==> config.mk <==
export PLATFORM = sky130hd
export DESIGN_NAME = mmbus_byte_tx
export DESIGN_NICKNAME = d
export VERILOG_FILES = /design/src/rtl/mmbus_tx_pkg.sv /design/src/rtl/mmbus_tx_tick.sv /design/src/rtl/mmbus_tx_busmon.sv /design/src/rtl/mmbus_tx_addrchk.sv /design/src/rtl/mmbus_byte_tx.sv
export SDC_FILE = /design/constraint.sdc
export NUM_CORES = 1
export LEC_CHECK = 0
export BUFFER_PORTS_ARGS = -buffer_cell sky130_fd_sc_hd__buf_2
export CAP_MARGIN = 5
export CORE_UTILIZATION = 41
export DETAILED_ROUTE_END_ITERATION = 12
export PLACE_DENSITY_LB_ADDON = 0.08
export SETUP_SLACK_MARGIN = 0.15
export SYNTH_ARGS = -nofsm -noshare
export SYNTH_HDL_FRONTEND = slang
export SYNTH_SLANG_ARGS = --single-unit
export TNS_END_PERCENT = 20
==> constraint.sdc <==
create_clock -name clk -period 2.3 [get_ports clk]
set_input_delay 0.23 -clock clk [delete_from_list [all_inputs] [get_ports clk]]
set_output_delay 0.23 -clock clk [all_outputs]
set_load 0.005 [all_outputs]
==> src/rtl/mmbus_tx_pkg.sv <==
package mmbus_tx_pkg;

    localparam int ADDR_W = 7;
    localparam int BYTE_W = 8;
    localparam int BIT_CW = $clog2(BYTE_W);

    typedef enum logic [2:0] {
        ST_IDLE,
        ST_START,
        ST_BIT,
        ST_ACK,
        ST_LOAD,
        ST_STOP
    } tx_state_e;

    typedef struct packed {
        tx_state_e          st;
        logic [1:0]         ph;
        logic [BYTE_W-1:0]  sh;
        logic [BIT_CW-1:0]  bc;
        logic               last;
        logic               sda_oe;
        logic               scl_oe;
        logic               done;
        logic               nack;
        logic               arb;
        logic               take;
        logic               aerr;
        logic               bcast;
    } tx_regs_t;

endpackage

==> src/rtl/mmbus_tx_tick.sv <==
module mmbus_tx_tick #(
    parameter int DIV_W = 8
) (
    input  logic             clk,
    input  logic             rst_n,
    input  logic             run_i,
    input  logic [DIV_W-1:0] div_i,
    output logic             tick_o
);
    logic [DIV_W-1:0] cnt_d, cnt_q;

    always_comb begin
        tick_o = 1'b0;
        cnt_d  = cnt_q;
        if (!run_i) begin
            cnt_d = '0;
        end else if (cnt_q >= div_i) begin
            tick_o = 1'b1;
            cnt_d  = '0;
        end else begin
            cnt_d = cnt_q + 1'b1;
        end
    end

    always_ff @(posedge clk or negedge rst_n) begin
        if (!rst_n) cnt_q <= '0;
        else        cnt_q <= cnt_d;
    end

    // a quarter bit never outlasts div_i+1 cycles while the divider holds still
    p_quarter_bound_r11: assert property (@(posedge clk) disable iff (!rst_n)
        (run_i && $stable(div_i) && cnt_q == div_i) |=> (!run_i || tick_o || cnt_q == '0));
endmodule

==> src/rtl/mmbus_tx_busmon.sv <==
module mmbus_tx_busmon (
    input  logic clk,
    input  logic rst_n,
    input  logic sda_i,
    input  logic scl_i,
    output logic bus_busy_o
);
    logic sda_d, sda_q, scl_d, scl_q, busy_d, busy_q;
    logic saw_start, saw_stop;

    always_comb begin
        saw_start = scl_q && scl_i && sda_q && !sda_i;
        saw_stop  = scl_q && scl_i && !sda_q && sda_i;
        sda_d     = sda_i;
        scl_d     = scl_i;
        busy_d    = busy_q;
        if (saw_start)     busy_d = 1'b1;
        else if (saw_stop) busy_d = 1'b0;
    end

    always_ff @(posedge clk or negedge rst_n) begin
        if (!rst_n) begin
            sda_q  <= 1'b1;
            scl_q  <= 1'b1;
            busy_q <= 1'b0;
        end else begin
            sda_q  <= sda_d;
            scl_q  <= scl_d;
            busy_q <= busy_d;
        end
    end

    assign bus_busy_o = busy_q;

    p_busmon_stop_frees_r10: assert property (@(posedge clk) disable iff (!rst_n)
        ($past(scl_i) && scl_i && !$past(sda_i) && sda_i) |=> !bus_busy_o);
endmodule

==> src/rtl/mmbus_tx_addrchk.sv <==
module mmbus_tx_addrchk
    import mmbus_tx_pkg::*;
#(
    parameter logic [4:0] EXT_TAG = 5'b11110
) (
    input  logic [ADDR_W-1:0] addr_i,
    output logic              is_bcast_o,
    output logic              is_ext_o
);
    localparam int TAG_LSB = ADDR_W - 5;

    always_comb begin
        is_bcast_o = (addr_i == '0);
        is_ext_o   = (addr_i[ADDR_W-1:TAG_LSB] == EXT_TAG);
    end
endmodule

==> src/rtl/mmbus_byte_tx.sv <==
module mmbus_byte_tx
    import mmbus_tx_pkg::*;
#(
    parameter int DIV_W = 8
) (
    input  logic                 clk,
    input  logic                 rst_n,
    input  logic [DIV_W-1:0]     div_i,
    input  logic                 go_i,
    input  logic [ADDR_W-1:0]    addr_i,
    input  logic [BYTE_W-1:0]    data_i,
    input  logic                 data_valid_i,
    input  logic                 data_last_i,
    output logic                 take_o,
    input  logic                 sda_i,
    input  logic                 scl_i,
    output logic                 sda_oe_o,
    output logic                 scl_oe_o,
    output logic                 busy_o,
    output logic                 done_o,
    output logic                 nack_o,
    output logic                 arb_lost_o,
    output logic                 addr_err_o,
    output logic                 bcast_o
);
    localparam logic [BIT_CW-1:0] TOP_BIT = BIT_CW'(BYTE_W - 1);

    tx_regs_t r_d, r_q;
    logic     tick, bus_busy, is_bcast, is_ext;

    mmbus_tx_tick #(.DIV_W(DIV_W)) u_tick (
        .clk    (clk),
        .rst_n  (rst_n),
        .run_i  (r_q.st != ST_IDLE),
        .div_i  (div_i),
        .tick_o (tick)
    );

    mmbus_tx_busmon u_mon (
        .clk        (clk),
        .rst_n      (rst_n),
        .sda_i      (sda_i),
        .scl_i      (scl_i),
        .bus_busy_o (bus_busy)
    );

    mmbus_tx_addrchk u_chk (
        .addr_i     (addr_i),
        .is_bcast_o (is_bcast),
        .is_ext_o   (is_ext)
    );

    always_comb begin
        r_d      = r_q;
        r_d.done = 1'b0;
        r_d.nack = 1'b0;
        r_d.arb  = 1'b0;
        r_d.take = 1'b0;
        r_d.aerr = 1'b0;
        unique case (r_q.st)
            ST_IDLE: begin
                r_d.sda_oe = 1'b0;
                r_d.scl_oe = 1'b0;
                if (go_i && !bus_busy) begin
                    if (is_ext) begin
                        r_d.aerr = 1'b1;
                    end else begin
                        r_d.st    = ST_START;
                        r_d.ph    = 2'd0;
                        r_d.sh    = {addr_i, 1'b0};
                        r_d.last  = 1'b0;
                        r_d.bcast = is_bcast;
                    end
                end
            end
            ST_START: if (tick) begin
                unique case (r_q.ph)
                    2'd0: r_d.ph = 2'd1;
                    2'd1: begin r_d.sda_oe = 1'b1; r_d.ph = 2'd2; end
                    2'd2: begin
                        r_d.scl_oe = 1'b1;
                        r_d.st     = ST_BIT;
                        r_d.ph     = 2'd0;
                        r_d.bc     = TOP_BIT;
                    end
                    default: r_d.ph = 2'd0;
                endcase
            end
            ST_BIT: if (tick) begin
                unique case (r_q.ph)
                    2'd0: begin r_d.sda_oe = ~r_q.sh[BYTE_W-1]; r_d.ph = 2'd1; end
                    2'd1: begin r_d.scl_oe = 1'b0; r_d.ph = 2'd2; end
                    2'd2: begin
                        if (!r_q.sda_oe && !sda_i) begin
                            r_d.arb    = 1'b1;
                            r_d.st     = ST_IDLE;
                            r_d.ph     = 2'd0;
                            r_d.sda_oe = 1'b0;
                            r_d.scl_oe = 1'b0;
                            r_d.bcast  = 1'b0;
                        end else begin
                            r_d.ph = 2'd3;
                        end
                    end
                    default: begin
                        r_d.scl_oe = 1'b1;
                        r_d.sh     = r_q.sh << 1;
                        r_d.ph     = 2'd0;
                        if (r_q.bc == '0) r_d.st = ST_ACK;
                        else              r_d.bc = r_q.bc - 1'b1;
                    end
                endcase
            end
            ST_ACK: if (tick) begin
                unique case (r_q.ph)
                    2'd0: begin r_d.sda_oe = 1'b0; r_d.ph = 2'd1; end
                    2'd1: begin r_d.scl_oe = 1'b0; r_d.ph = 2'd2; end
                    2'd2: begin r_d.sh[0] = sda_i; r_d.ph = 2'd3; end
                    default: begin
                        r_d.scl_oe = 1'b1;
                        r_d.ph     = 2'd0;
                        if (r_q.sh[0] || r_q.last) r_d.st = ST_STOP;
                        else                       r_d.st = ST_LOAD;
                    end
                endcase
            end
            ST_LOAD: begin
                if (data_valid_i) begin
                    r_d.sh   = data_i;
                    r_d.last = data_last_i;
                    r_d.take = 1'b1;
                    r_d.st   = ST_BIT;
                    r_d.ph   = 2'd0;
                    r_d.bc   = TOP_BIT;
                end
            end
            ST_STOP: if (tick) begin
                unique case (r_q.ph)
                    2'd0: begin r_d.sda_oe = 1'b1; r_d.ph = 2'd1; end
                    2'd1: begin r_d.scl_oe = 1'b0; r_d.ph = 2'd2; end
                    2'd2: begin r_d.sda_oe = 1'b0; r_d.ph = 2'd3; end
                    default: begin
                        r_d.done  = 1'b1;
                        r_d.nack  = r_q.sh[0];
                        r_d.st    = ST_IDLE;
                        r_d.ph    = 2'd0;
                        r_d.bcast = 1'b0;
                    end
                endcase
            end
            default: r_d.st = ST_IDLE;
        endcase
    end

    always_ff @(posedge clk or negedge rst_n) begin
        if (!rst_n) r_q <= '{st: ST_IDLE, default: '0};
        else        r_q <= r_d;
    end

    assign sda_oe_o   = r_q.sda_oe;
    assign scl_oe_o   = r_q.scl_oe;
    assign busy_o     = (r_q.st != ST_IDLE);
    assign done_o     = r_q.done;
    assign nack_o     = r_q.nack;
    assign arb_lost_o = r_q.arb;
    assign take_o     = r_q.take;
    assign addr_err_o = r_q.aerr;
    assign bcast_o    = r_q.bcast;

    // data line moves only under a low clock inside byte and acknowledge slots
    p_sda_moves_low_r5: assert property (@(posedge clk) disable iff (!rst_n)
        (!$stable(sda_oe_o) && (r_q.st == ST_BIT || r_q.st == ST_ACK)) |-> scl_oe_o);

    p_start_under_high_r4: assert property (@(posedge clk) disable iff (!rst_n)
        ($rose(sda_oe_o) && r_q.st == ST_START) |-> !scl_oe_o);

    p_stop_under_high_r4: assert property (@(posedge clk) disable iff (!rst_n)
        ($fell(sda_oe_o) && r_q.st == ST_STOP) |-> !scl_oe_o);

    p_loser_lets_go_r9: assert property (@(posedge clk) disable iff (!rst_n)
        arb_lost_o |-> (!busy_o && !sda_oe_o && !scl_oe_o && !done_o));

    p_nack_with_done_r7: assert property (@(posedge clk) disable iff (!rst_n)
        nack_o |-> done_o);

    p_ext_not_sent_r3: assert property (@(posedge clk) disable iff (!rst_n)
        addr_err_o |-> (!busy_o && !sda_oe_o && !scl_oe_o));

    p_foreign_bus_blocks_r10: assert property (@(posedge clk) disable iff (!rst_n)
        (!busy_o && bus_busy && go_i) |=> !busy_o);

    p_take_one_cycle_r8: assert property (@(posedge clk) disable iff (!rst_n)
        take_o |=> !take_o);
endmodule

### Word level (Yosys, flattened, before mapping)

Cells that the tools add are included.
W data, S select, Z words.

* add/sub/neg operators: 2
* magnitude comparators: 1
* equality and inequality tests: 33
* mux-type cells: 70
* bitwise gates (word level): 1
* reduce and logical (&&, ||, !) cells: 37

Operators by type and width (number)
* $ne A2 B2 Y1 const B: 15
* $mux W1: 27
* $mux W13: 2
* $mux W3: 8
* $reduce_and A8 Y1: 3
* $pmux W7 S3: 1
* $reduce_and A10 Y1: 2
* $pmux W3 S6: 1
* $mux W17: 1
* $mux W16: 1
* $mux W2: 8
* $mux W8: 2
* $mux W5: 3
* $reduce_and A13 Y1: 1
* $ne A2 B1 Y1 const B: 6
* $pmux W2 S3: 2
* $pmux W2 S6: 1
* $reduce_bool A3 Y1: 4
* $mux W11: 1
* $pmux W2 S5: 1
* $pmux W3 S3: 1
* $add A8 B1 Y8 const B: 1
* $ge A8 B8 Y1: 1
* $pmux W1 S2: 4
* other kinds (31): 47

* register bits: 36
* output and inout port bits: 9
* logic and storage cells: 162

### Longest topological paths before layout

Gate-level depths: netlist (run 1).

* word-level depth: 6
* mapped depth: 9
* gate-level depth less buffers: 8

### Modules after synthesis

A second synthesis (run 1) with hierarchy kept.

* cells, all modules: 278
* area total of the unflattened synthesis: 2601.2 sq um

By module, submodules not included
* mmbus_byte_tx: instances 1, cells an instance 209, area each 1885.6 sq um, seq. area each 625.6 sq um
* mmbus_tx_tick: instances 1, cells an instance 58, area each 571.8 sq um, seq. area each 200.2 sq um
* mmbus_tx_busmon: instances 1, cells an instance 7, area each 111.4 sq um, seq. area each 77.6 sq um
* mmbus_tx_addrchk: instances 1, cells an instance 4, area each 32.5 sq um, seq. area each 0.0 sq um

### Worst setup path after synthesis (run 1)

No wires, ideal clock.

* path kind: flip-flop to flip-flop
* start: register u_tick.cnt_q[2]
* end: register r_q[13] (netlist name)
* data arrival time: 1829 ps
* slack: 346 ps
* cell stages (with the launch flop): 9
* clock period less this slack: 1954 ps
* cell sequence: dfrtp_1 > ha_1 > nor4_1 > o21ai_1 > nand4b_1 > o211ai_1 > and3_1 > buf_4 > mux2_4

* cells in the longest elaborated chain, start to end: 5

RTL lines
* start: declaration: RTL line mmbus_tx_tick.sv:10 `logic [DIV_W-1:0] cnt_d, cnt_q;`
* start signal: assignment: RTL line mmbus_tx_tick.sv:27 `else cnt_q <= cnt_d;`
* $ge A8 B8 Y1: RTL line mmbus_tx_tick.sv:17 `end else if (cnt_q >= div_i) begin`
* $mux W1: RTL line mmbus_tx_tick.sv:17
* $mux W1: RTL line mmbus_tx_tick.sv:15 `if (!run_i) begin`
* $ne A2 B2 Y1 (no source line)
* $reduce_and A6 Y1 (no source line)
* end signal: assignment: RTL line mmbus_byte_tx.sv:157 `else r_q <= r_d;`
* end: declaration: RTL line mmbus_byte_tx.sv:28 `tx_regs_t r_d, r_q;`

Every way passes these cells.
A chain may end at the register's enable or synchronous reset.

### Final worst setup path (run 1)

* start: register u_tick.cnt_q[1]
* end: register r_q[20] (netlist name)

* cells in the longest elaborated chain, start to end: 5
* elaborated cells on any way between the ends: 8

RTL lines (RTL line)
* $ge A8 B8 Y1 *: mmbus_tx_tick.sv:17
* $mux W1 *: mmbus_tx_tick.sv:17
* $mux W1 *: mmbus_tx_tick.sv:15
* $ne A2 B2 Y1 (no source line)
* $reduce_and A8 Y1 (no source line) *

Every way passes the cells marked *; elsewhere a longest branch is shown, timed or not.

==> run_results.csv, run 1 <==
group,metric,value,unit
status,status,"completed",
setup_path,cp_slowest_stage_delay,0.42,ns
clocking,cts_tree,"done",
global_route,gr-total-overflow,0,
finish,area_growth,17.4,%
sta,setup_violations,0,
synthesis,synth_nets,357,
finish,drive_above_1_share,25.8,%
global_route,top_usage_layer,"met2",
synthesis,synth-edff-count,0,
synthesis,synth_cell_types,60,
setup_path,cp.required,2.49,ns
sta,finalClockSkew,0.00778,ns
synthesis,synth_area_per_cell,8.64,sq um
setup_path,r2r_cells,7,
clocking,ctsRootBufferMaster,"clkbuf_8",
finish,num_antenna_cells,0,
synthesis,ys_ff_latch,36,
placement,place_hpwl,5230,microns
clocking,insertion_delay,0.30,ns
die,core_area,6310,sq um
setup_path,path_buf_inv,1,
global_route,grt_usage,21.9,%
global_route,grt_use_met3,4.08,%
setup_path,critPathTopFamily,"compound AO/OA/AOI/OAI gates",
synthesis,yosysSeqAreaShare,33.7,%
synthesis,ys.flop_type,"dfrtp_1",
sta,hold_viol_final,0,
setup_path,end_kind,"register",
global_route,grtUsageMet1,31.4,%
sta,slew_headroom,43.3,%
power_and_ir_drop,peakVddDrop,0.509,mV
die,boundaryPins,39,
synthesis,synth.largest_area_cell,"dfrtp_1",
setup_path,r2r-start,"u_tick.cnt_q[1]$_DFF_PN0_",
global_route,antenna_found_initial,0,
setup_path,worstPathCellList,"ha_1, inv_1, o21ai_1, and3_2, nor2_1, a221oi_2, mux2_2",
detailed_routing,first_iter_violations,203,
setup_path,path_max_fanout,5,
setup_path,slowest_stage,"dfrtp_1",
detailed_routing,first_pass_iters,4,
placement,gp_congestion,0.838,
setup_path,crit_type,"reg -> reg",
die,start_util,42.4,%
run,cap_violations,0,
finish,fin_nets,402,
sta,slew_violations,0,
clocking,cts.path.max_buffers,2,
synthesis,ys_warn_count,0,
setup_path,r2r_slack,0.19,ns
clocking,clkSlewWorstSetupHoldPaths,0.08,ns
detailed_routing,num_vias,2442,
min_path,worst_hold_path_type,"in -> async",
clocking,cts_num_sinks,36,
clocking,cts_buffers,5,
sta,max_freq,474,MHz
power_and_ir_drop,leakagePower,1.50,nW
global_route,grt_max_degree,37,
setup_path,reg2reg_to,"r_q[20]$_DFFE_PN0P_",
synthesis,synthesis.instances,310,
sta,tns,0,ns
setup_path,crit_arrival,2.30,ns
detailed_routing,wl_per_cell,16.3,microns
clocking,htree_levels,2,
sta,finalCritPeriodShare,91.8,%
setup_path,critPathLaunchType,"register",
die,die_h,82.8,microns
die,die_area,6860,sq um
clocking,cts_hold_repair.buffers,0,
synthesis,synthArstFlopShare,100,%
synthesis,ys_top_cells_by_area,"dfrtp_1 32%, ha_1 7.9%, nor2_1 5.0%, a21oi_1 4.9%, mux2_4 4.5%",
detailed_routing,drc,0,
global_route,grt_first_pass_wirelength,12100,microns
finish,finalCoreUtilization,49.8,%
sta,tightest_slew,0.850,ns
placement,io_buffers,38,
synthesis,synth_common_cells,"36 x nor2_1, 34 x dfrtp_1, 26 x a21oi_1",
power_and_ir_drop,p_per_area,1320,nW/um^2
detailed_routing,drt-total-wl,7050,microns
detailed_routing,ant_nets,0,
synthesis,synth_top_area_share,31.8,%
sta,period_minus_slack,2.11,ns
die,fp-row-count,29,
detailed_routing,via_per_inst,5.64,
synthesis,synth.most_common_cell,"nor2_1",
synthesis,synth_area,2680,sq um
sta,rsz0062_at_grt,"true",
die,dieWidth,82.8,microns
global_route,met2_usage,34.1,%
global_route,grt_pass1_vias,2346,
## where the power goes
part / leakage (nW) / total (W) / internal, W / switching (W)
clock network: 0.0541 / 0.000575 / 0.000321 / 0.000254
logic: 0.998 / 0.00251 / 0.00116 / 0.00135
registers: 0.443 / 0.00106 / 0.000855 / 0.000208
total: 1.50 / 0.00414 / 0.00234 / 0.00181
## worst max path at each step
stage                         startpoint                   end  cells past startpoint
3_3_place_gp   u_tick.cnt_q[4]$_DFF_PN0_   r_q[16]$_DFFE_PN0P_                      7
2_1_floorplan  u_tick.cnt_q[2]$_DFF_PN0_   r_q[13]$_DFFE_PN0P_                      8
4_1_cts        u_tick.cnt_q[1]$_DFF_PN0_  scl_oe_o$_DFFE_PN0P_                      7
3_5_place_dp   u_tick.cnt_q[7]$_DFF_PN0_   r_q[18]$_DFFE_PN0P_                      6
5_1_grt        u_tick.cnt_q[1]$_DFF_PN0_   r_q[23]$_DFFE_PN0P_                      8
6_report       u_tick.cnt_q[1]$_DFF_PN0_   r_q[20]$_DFFE_PN0P_                      7
## layout make-up
cell class              count  area (sq um)
fillers                   615          3170
inverters                  20          75.1
repair buffers             56           338
multi-input cells         236          1620
flip-flops and latches     36           903
well taps                  77          96.3
clock inverters             3          42.5
clock buffers               5          68.8
## layout by cell type, fill, tap and decap left out, types with 3 or more instances in the layout
cell type	count
and2_1	3
buf_2	38
mux2i_1	4
buf_4	17
a21oi_1	26
o21ai_1	7
ha_1	17
nand2b_1	3
nor2b_1	4
mux2_4	8
or3_1	6
nand3_1	7
o22ai_1	10
dfrtp_1	34
inv_1	18
o211ai_1	4
a2bb2oi_1	3
o21ai_0	12
clkbuf_8	5
nor2_1	36
nand2_1	19
nor3_1	6
nand4_1	3
xor2_1	4
a31oi_1	5
and3_1	3
## layer usage
layer / wire length (microns) / part of all wire [%]
met1: 3500 / 50
met4: 78 / 1.1
met5: 0 / 0
met3: 321 / 4.6
met2: 3160 / 45
## what timing repair did
action / 4_1_cts / 5_1_grt
cloned: 0 / 0
setup buffers: 0 / 0
gates resized for setup: 1 / 5
endpoints found under the setup margin: 8 / 22
## stage by stage
| stage | cells | hold slack [ns] | setup slack [ns] | area [sq um] | total power (W) |
|---|---|---|---|---|---|
| finish | 433 | 0.0366 | 0.190 | 3150 | 0.00414 |
| global route | 433 | 0.0477 | 0.0997 | 3150 | 0.00450 |
| CTS | 433 | 0.0412 | 0.129 | 3130 | 0.00415 |
| detailed placement | 425 | 0.356 | 0.110 | 3020 | 0.00355 |
| global placement | 425 | 0.355 | 0.154 | 3020 | 0.00354 |
| floorplan | 310 | -0.0656 | 0.346 | 2680 | 0.00288 |
## flip-flops by register name (all words and copies together) (netlist names)
signal            flops
r_q                  17
u_tick.cnt_q          8
addr_err_o            1
arb_lost_o            1
bcast_o               1
done_o                1
nack_o                1
scl_oe_o              1
sda_oe_o              1
take_o                1
u_mon.bus_busy_o      1
u_mon.scl_q           1
u_mon.sda_q           1
## kinds of logic after synthesis
kind of cell | count (synthesis) | share of synthesized area (%)
AO/OA/AOI/OAI | 95 | 24.0
XOR/XNOR | 6 | 1.96
adder cells (fa/ha/maj) | 17 | 7.94
buffers and inverters | 38 | 6.45
flip-flops | 36 | 33.7
multiplexers | 14 | 6.82
AND/OR/NAND/NOR | 104 | 19.1
(Power assumes the default switching activity.)
==> inputs of run 2 (changes only) <==
--- a/config.mk
+++ b/config.mk
@@ -7,6 +7,7 @@
 export LEC_CHECK = 0
 export BUFFER_PORTS_ARGS = -buffer_cell sky130_fd_sc_hd__buf_2
 export CAP_MARGIN = 5
+export CORE_MARGIN = 2
 export CORE_UTILIZATION = 41
 export DETAILED_ROUTE_END_ITERATION = 12
 export PLACE_DENSITY_LB_ADDON = 0.08
==> constraint.sdc (replaced) <==
create_clock -name clk -period 2.03 [get_ports clk]
set_input_delay 0.1015 -clock clk [delete_from_list [all_inputs] [get_ports clk]]
set_output_delay 0.1015 -clock clk [all_outputs]
set_load 0.005 [all_outputs]
==> run_results.csv, run 2 (synthesis results as in run 1) <==
group,metric,value,unit
status,status,"completed",
sta,finalCritPeriodShare,99.4,%
setup_path,r2r_slack,0.01,ns
power_and_ir_drop,p_per_area,1480,nW/um^2
clocking,insertion_delay,0.30,ns
die,die_h,84.8,microns
finish,regArea,903,sq um
setup_path,cp.required,2.22,ns
setup_path,crit_start,"u_tick.cnt_q[7]$_DFF_PN0_",
clocking,cts.path.max_buffers,2,
finish,area_growth,31.7,%
detailed_routing,drt-total-wl,7470,microns
run,cap_violations,0,
die,dieWidth,84.8,microns
sta,setup_violations,0,
sta,slew_violations,0,
die,start_util,42.2,%
finish,largest_reg_flops,17,
die,fp-row-count,29,
clocking,clkSlewWorstSetupHoldPaths,0.08,ns
sta,max_freq,495,MHz
detailed_routing,num_vias,2613,
power_and_ir_drop,peakVddDrop,0.680,mV
global_route,gr-total-overflow,0,
setup_path,crit_arrival,2.21,ns
die,die_area,7200,sq um
setup_path,critPathLaunchType,"register",
sta,fin_hold_ws,0.0343,ns
finish,num_antenna_cells,0,
sta,finalClockSkew,0.00732,ns
finish,drive_above_1_share,35.5,%
sta,rsz0062_at_grt,"true",
global_route,antenna_found_initial,0,
global_route,grt_pass1_vias,2602,
sta,period_minus_slack,2.02,ns
finish,layout_commonest_cell,"buf_4",
clocking,ctsRootBufferMaster,"clkbuf_8",
detailed_routing,ant_nets,0,
placement,place_hpwl,5570,microns
global_route,grt_max_degree,37,
setup_path,crit_end,"r_q[17]$_DFFE_PN0P_",
detailed_routing,wl_per_cell,16.0,microns
setup_path,r2r-start,"u_tick.cnt_q[7]$_DFF_PN0_",
finish,nFillCells,606,
setup_path,path_max_fanout,7,
sta,hold_viol_final,0,
setup_path,r2r_cells,7,
setup_path,reg2reg_to,"r_q[17]$_DFFE_PN0P_",
global_route,grt_usage,21.5,%
clocking,cts_tree,"done",
finish,final_cell_mix,"47 x buf_4, 38 x buf_2, 35 x nor2_1",
finish,largest_register,"r_q",
die,boundaryPins,39,
placement,io_buffers,38,
power_and_ir_drop,power,0.00523,W
sta,slew_headroom,45.2,%
power_and_ir_drop,leakagePower,1.66,nW
finish,multiInputGateArea,1750,sq um
sta,tightest_slew,0.822,ns
detailed_routing,via_per_inst,5.61,
min_path,worst_hold_path_type,"in -> reg",
detailed_routing,first_iter_violations,157,
setup_path,end_kind,"register",
clocking,cts_buffers,5,
die,core_area,6350,sq um
detailed_routing,drc,0,
clocking,cts_num_sinks,36,
finish,reg_top3,"r_q (17), u_tick.cnt_q (8)",
finish,fin_nets,435,
placement,gp_congestion,0.903,
setup_path,crit_type,"reg -> reg",
detailed_routing,first_pass_iters,4,
global_route,grt_first_pass_wirelength,12400,microns
clocking,htree_levels,2,
==> run 2: changes by cell type in the layout (fill, tap and decap cells not counted), sizes merged <==
cell         before  now
buf              56   86
dlygate4sd3       0    3
==> run 2: worst min-delay path by stage <==
| stage | startpoint | endpoint | slack [ns] | cells after the start |
|---|---|---|---|---|
| after floorplan | rst_n | addr_err_o$_DFF_PN0_ | -0.19 | 0 |
| after global placement | scl_i | u_mon.scl_q$_DFF_PN1_ | 0.23 | 1 |
| after detailed placement | scl_i | u_mon.scl_q$_DFF_PN1_ | 0.23 | 1 |
| after CTS | data_last_i | r_q[8]$_DFFE_PN0P_ | 0.03 | 2 |
| after global routing | data_last_i | r_q[8]$_DFFE_PN0P_ | 0.05 | 2 |
| final | data_last_i | r_q[8]$_DFFE_PN0P_ | 0.03 | 2 |
==> run 2: final cells by class <==
| class | instances | share of cell area [%] |
|---|---|---|
| clock inverter | 3 | 1.21 |
| timing repair buffer | 89 | 16.8 |
| inverter | 20 | 2.13 |
| clock buffer | 5 | 1.95 |
| sequential | 36 | 25.6 |
| tap | 77 | 2.73 |
| multi-input combinational | 236 | 49.6 |
==> run 2: per-layer routing <==
layer | track usage [%] | vias up | wire [microns]
met1 | 30.1 | 1258 | 3580
met2 | 34.0 | 70 | 3390
li1 | - | 1273 | -
met5 | 0 | - | 0
met4 | 7.36 | 0 | 127
met3 | 3.70 | 12 | 370
==> run 2: what timing repair did <==
action,in CTS,in global routing
hold buffers,3,0
resized for setup,8,12
buffers inserted,7,1
gates cloned,0,0
endpoints found under the hold margin,36,0
setup endpoints to repair,17,28
pin swaps,6,9
==> run 2: power by group <==
| group | leakage, nW | internal [W] | switching, W |
|---|---|---|---|
| combinational | 1.16 | 0.00167 | 0.00174 |
| sequential | 0.443 | 0.000969 | 0.000207 |
| clock | 0.0541 | 0.000364 | 0.000281 |
==> run 2: per-stage QoR <==
| stage | instances | setup TNS (ns) | util (%) | setup WS (ns) | area [sq um] |
|---|---|---|---|---|---|
| after detailed placement | 447 | -0.0509 | 50.4 | -0.0464 | 3200 |
| after CTS | 465 | 0 | 54.1 | 0.0346 | 3440 |
| final | 466 | 0 | 55.6 | 0.0114 | 3530 |
| after global routing | 466 | -0.669 | 55.6 | -0.0700 | 3530 |
| after floorplan | 310 | 0 | - | 0.111 | 2700 |
| after global placement | 447 | 0 | 50.4 | 0.00742 | 3200 |
==> run 2: worst max-delay path, cell delays in order (launching register included) <==
cell	delay, ns
dfrtp_1	0.41
ha_4	0.29
nand3_2	0.08
and2_4	0.17
o211ai_1	0.26
and3_1	0.25
buf_12	0.15
mux2_4	0.30
==> inputs of run 3 (changes only) <==
==> constraint.sdc (replaced) <==
create_clock -name clk -period 2.1 [get_ports clk]
set_input_delay 0.105 -clock clk [delete_from_list [all_inputs] [get_ports clk]]
set_output_delay 0.105 -clock clk [all_outputs]
set_load 0.005 [all_outputs]
==> run_results.csv, run 3 (synthesis results as in run 1) <==
group,metric,value,unit
setup_path,worstPathCellList,"ha_2, nor4_4, o21ai_2, buf_4, a21o_1, a21boi_2, nor2b_4, mux2_4",
detailed_routing,wl_per_cell,15.9,microns
power_and_ir_drop,p_int,0.00271,W
die,core_area,6350,sq um
finish,regArea,905,sq um
sta,max_freq,498,MHz
setup_path,crit_type,"reg -> reg",
finish,nFillCells,611,
clocking,cts.path.max_buffers,2,
clocking,cts_num_sinks,36,
power_and_ir_drop,leakagePower,1.63,nW
finish,drive_above_1_share,35.6,%
global_route,antenna_found_initial,0,
global_route,gr-total-overflow,0,
min_path,worst_hold_path_type,"in -> reg",
setup_path,end_kind,"register",
setup_path,path_max_fanout,3,
finish,num_antenna_cells,0,
clocking,clkSlewWorstSetupHoldPaths,0.08,ns
setup_path,crit_arrival,2.19,ns
setup_path,cp.required,2.28,ns
power_and_ir_drop,peakVddDrop,0.676,mV
run,cap_violations,0,
global_route,grt_usage,21.1,%
status,status,"completed",
power_and_ir_drop,switching_share,43.7,%
detailed_routing,first_pass_iters,6,
finish,largest_reg_flops,17,
setup_path,critPathLaunchType,"register",
detailed_routing,first_iter_violations,153,
global_route,grt_max_degree,37,
sta,setup_violations,0,
placement,gp_congestion,0.852,
power_and_ir_drop,power,0.00481,W
clocking,ctsRootBufferMaster,"clkbuf_8",
finish,reg_top3,"r_q (17), u_tick.cnt_q (8)",
sta,period_minus_slack,2.01,ns
finish,area_growth,28.9,%
clocking,cts_tree,"done",
finish,largest_register,"r_q",
power_and_ir_drop,p_per_area,1390,nW/um^2
power_and_ir_drop,p_comb_share,65.9,%
die,die_h,84.8,microns
detailed_routing,num_vias,2528,
detailed_routing,ant_nets,0,
finish,finalCoreUtilization,54.4,%
setup_path,cp_slowest_stage_delay,0.39,ns
clocking,cts_buffers,5,
global_route,grt_pass1_vias,2433,
sta,finalClockSkew,0.00700,ns
finish,multiInputGateArea,1720,sq um
global_route,grt_first_pass_wirelength,12200,microns
sta,hold_viol_final,0,
die,die_area,7200,sq um
finish,fin_nets,431,
sta,slew_headroom,43.8,%
detailed_routing,via_per_inst,5.47,
die,fp-row-count,29,
clocking,insertion_delay,0.29,ns
die,dieWidth,84.8,microns
sta,tightest_slew,0.843,ns
placement,place_hpwl,5450,microns
power_and_ir_drop,p_switching,0.00210,W
finish,final_cell_mix,"42 x buf_4, 38 x buf_2, 35 x nor2_1",
sta,slew_violations,0,
power_and_ir_drop,pwr-share-seq,23.6,%
setup_path,slowest_stage,"dfrtp_1",
detailed_routing,drt-total-wl,7350,microns
finish,layout_commonest_cell,"buf_4",
clocking,htree_levels,2,
sta,rsz0062_at_grt,"true",
die,start_util,42.2,%
sta,fin_hold_ws,0.0431,ns
power_and_ir_drop,clkPwrFrac,10.6,%
die,boundaryPins,39,
sta,finalCritPeriodShare,95.6,%
placement,io_buffers,38,
detailed_routing,drc,0,
[run 3: timing repair]
item,CTS,global route
endpoints found under the setup margin,22,26
resized for setup,11,17
pin swaps,7,6
setup buffers,1,1
hold endpoints to repair,36,0
hold buffers,3,0
[run 3: area by class of cell]
class	instances	area share, %
flip-flops and latches	36	26.2
clock buffers	5	1.99
clock inverters	3	0.543
inverters	20	2.17
well taps	77	2.79
multi-input cells	236	49.9
repair buffers	85	16.4
[run 3: final timing paths]
check / end / startpoint / cells past startpoint / slack (ns)
min in group asynchronous: u_tick.cnt_q[3]$_DFF_PN0_ / rst_n / 2 / 0.44
min reg2reg: r_q[9]$_DFFE_PN0P_ / r_q[9]$_DFFE_PN0P_ / 1 / 0.47
max in group asynchronous: r_q[22]$_DFFE_PN0P_ / rst_n / 2 / 1.07
min: r_q[8]$_DFFE_PN0P_ / data_last_i / 2 / 0.04
max reg2reg: r_q[24]$_DFFE_PN0P_ / u_tick.cnt_q[1]$_DFF_PN0_ / 8 / 0.09
max: r_q[24]$_DFFE_PN0P_ / u_tick.cnt_q[1]$_DFF_PN0_ / 8 / 0.09
[run 3: per-layer routing]
metal  vias to the layer above  routed length, microns  track usage (%)
met2                        63                    3440             34.7
met1                      1200                    3560             30.1
met4                         0                      50             3.46
met3                         4                     296             3.11
li1                       1261                       -                -
met5                         -                       0                0
[run 3: power by group through the flow]
stage,combinational (W),clock (W),sequential [W]
final,0.00317,0.000509,0.00113
after detailed placement,0.00299,0,0.00113
after global placement,0.00297,0,0.00114
after CTS,0.00306,0.000522,0.00113
after floorplan,0.00205,0,0.00111
after global routing,0.00349,0.000557,0.00116
[run 3: critical path: cells and delay by family (launching register included)]
kind | cells | cell delay (ns)
simple gates | 2 | 0.36
compound gates | 3 | 0.49
mux | 1 | 0.31
fa+ha+maj | 1 | 0.19
buf+inv | 1 | 0.15
flops | 1 | 0.39
[run 3: stage by stage]
stage               setup slack, ns  std cells  setup TNS [ns]  cell area [sq um]
detailed placement          -0.0947        449          -0.629               3200
floorplan                     0.149        310               0               2680
global route                 0.0188        462               0               3450
finish                       0.0932        462               0               3450
global placement            -0.0469        449          -0.319               3200
CTS                          0.0503        461               0               3380
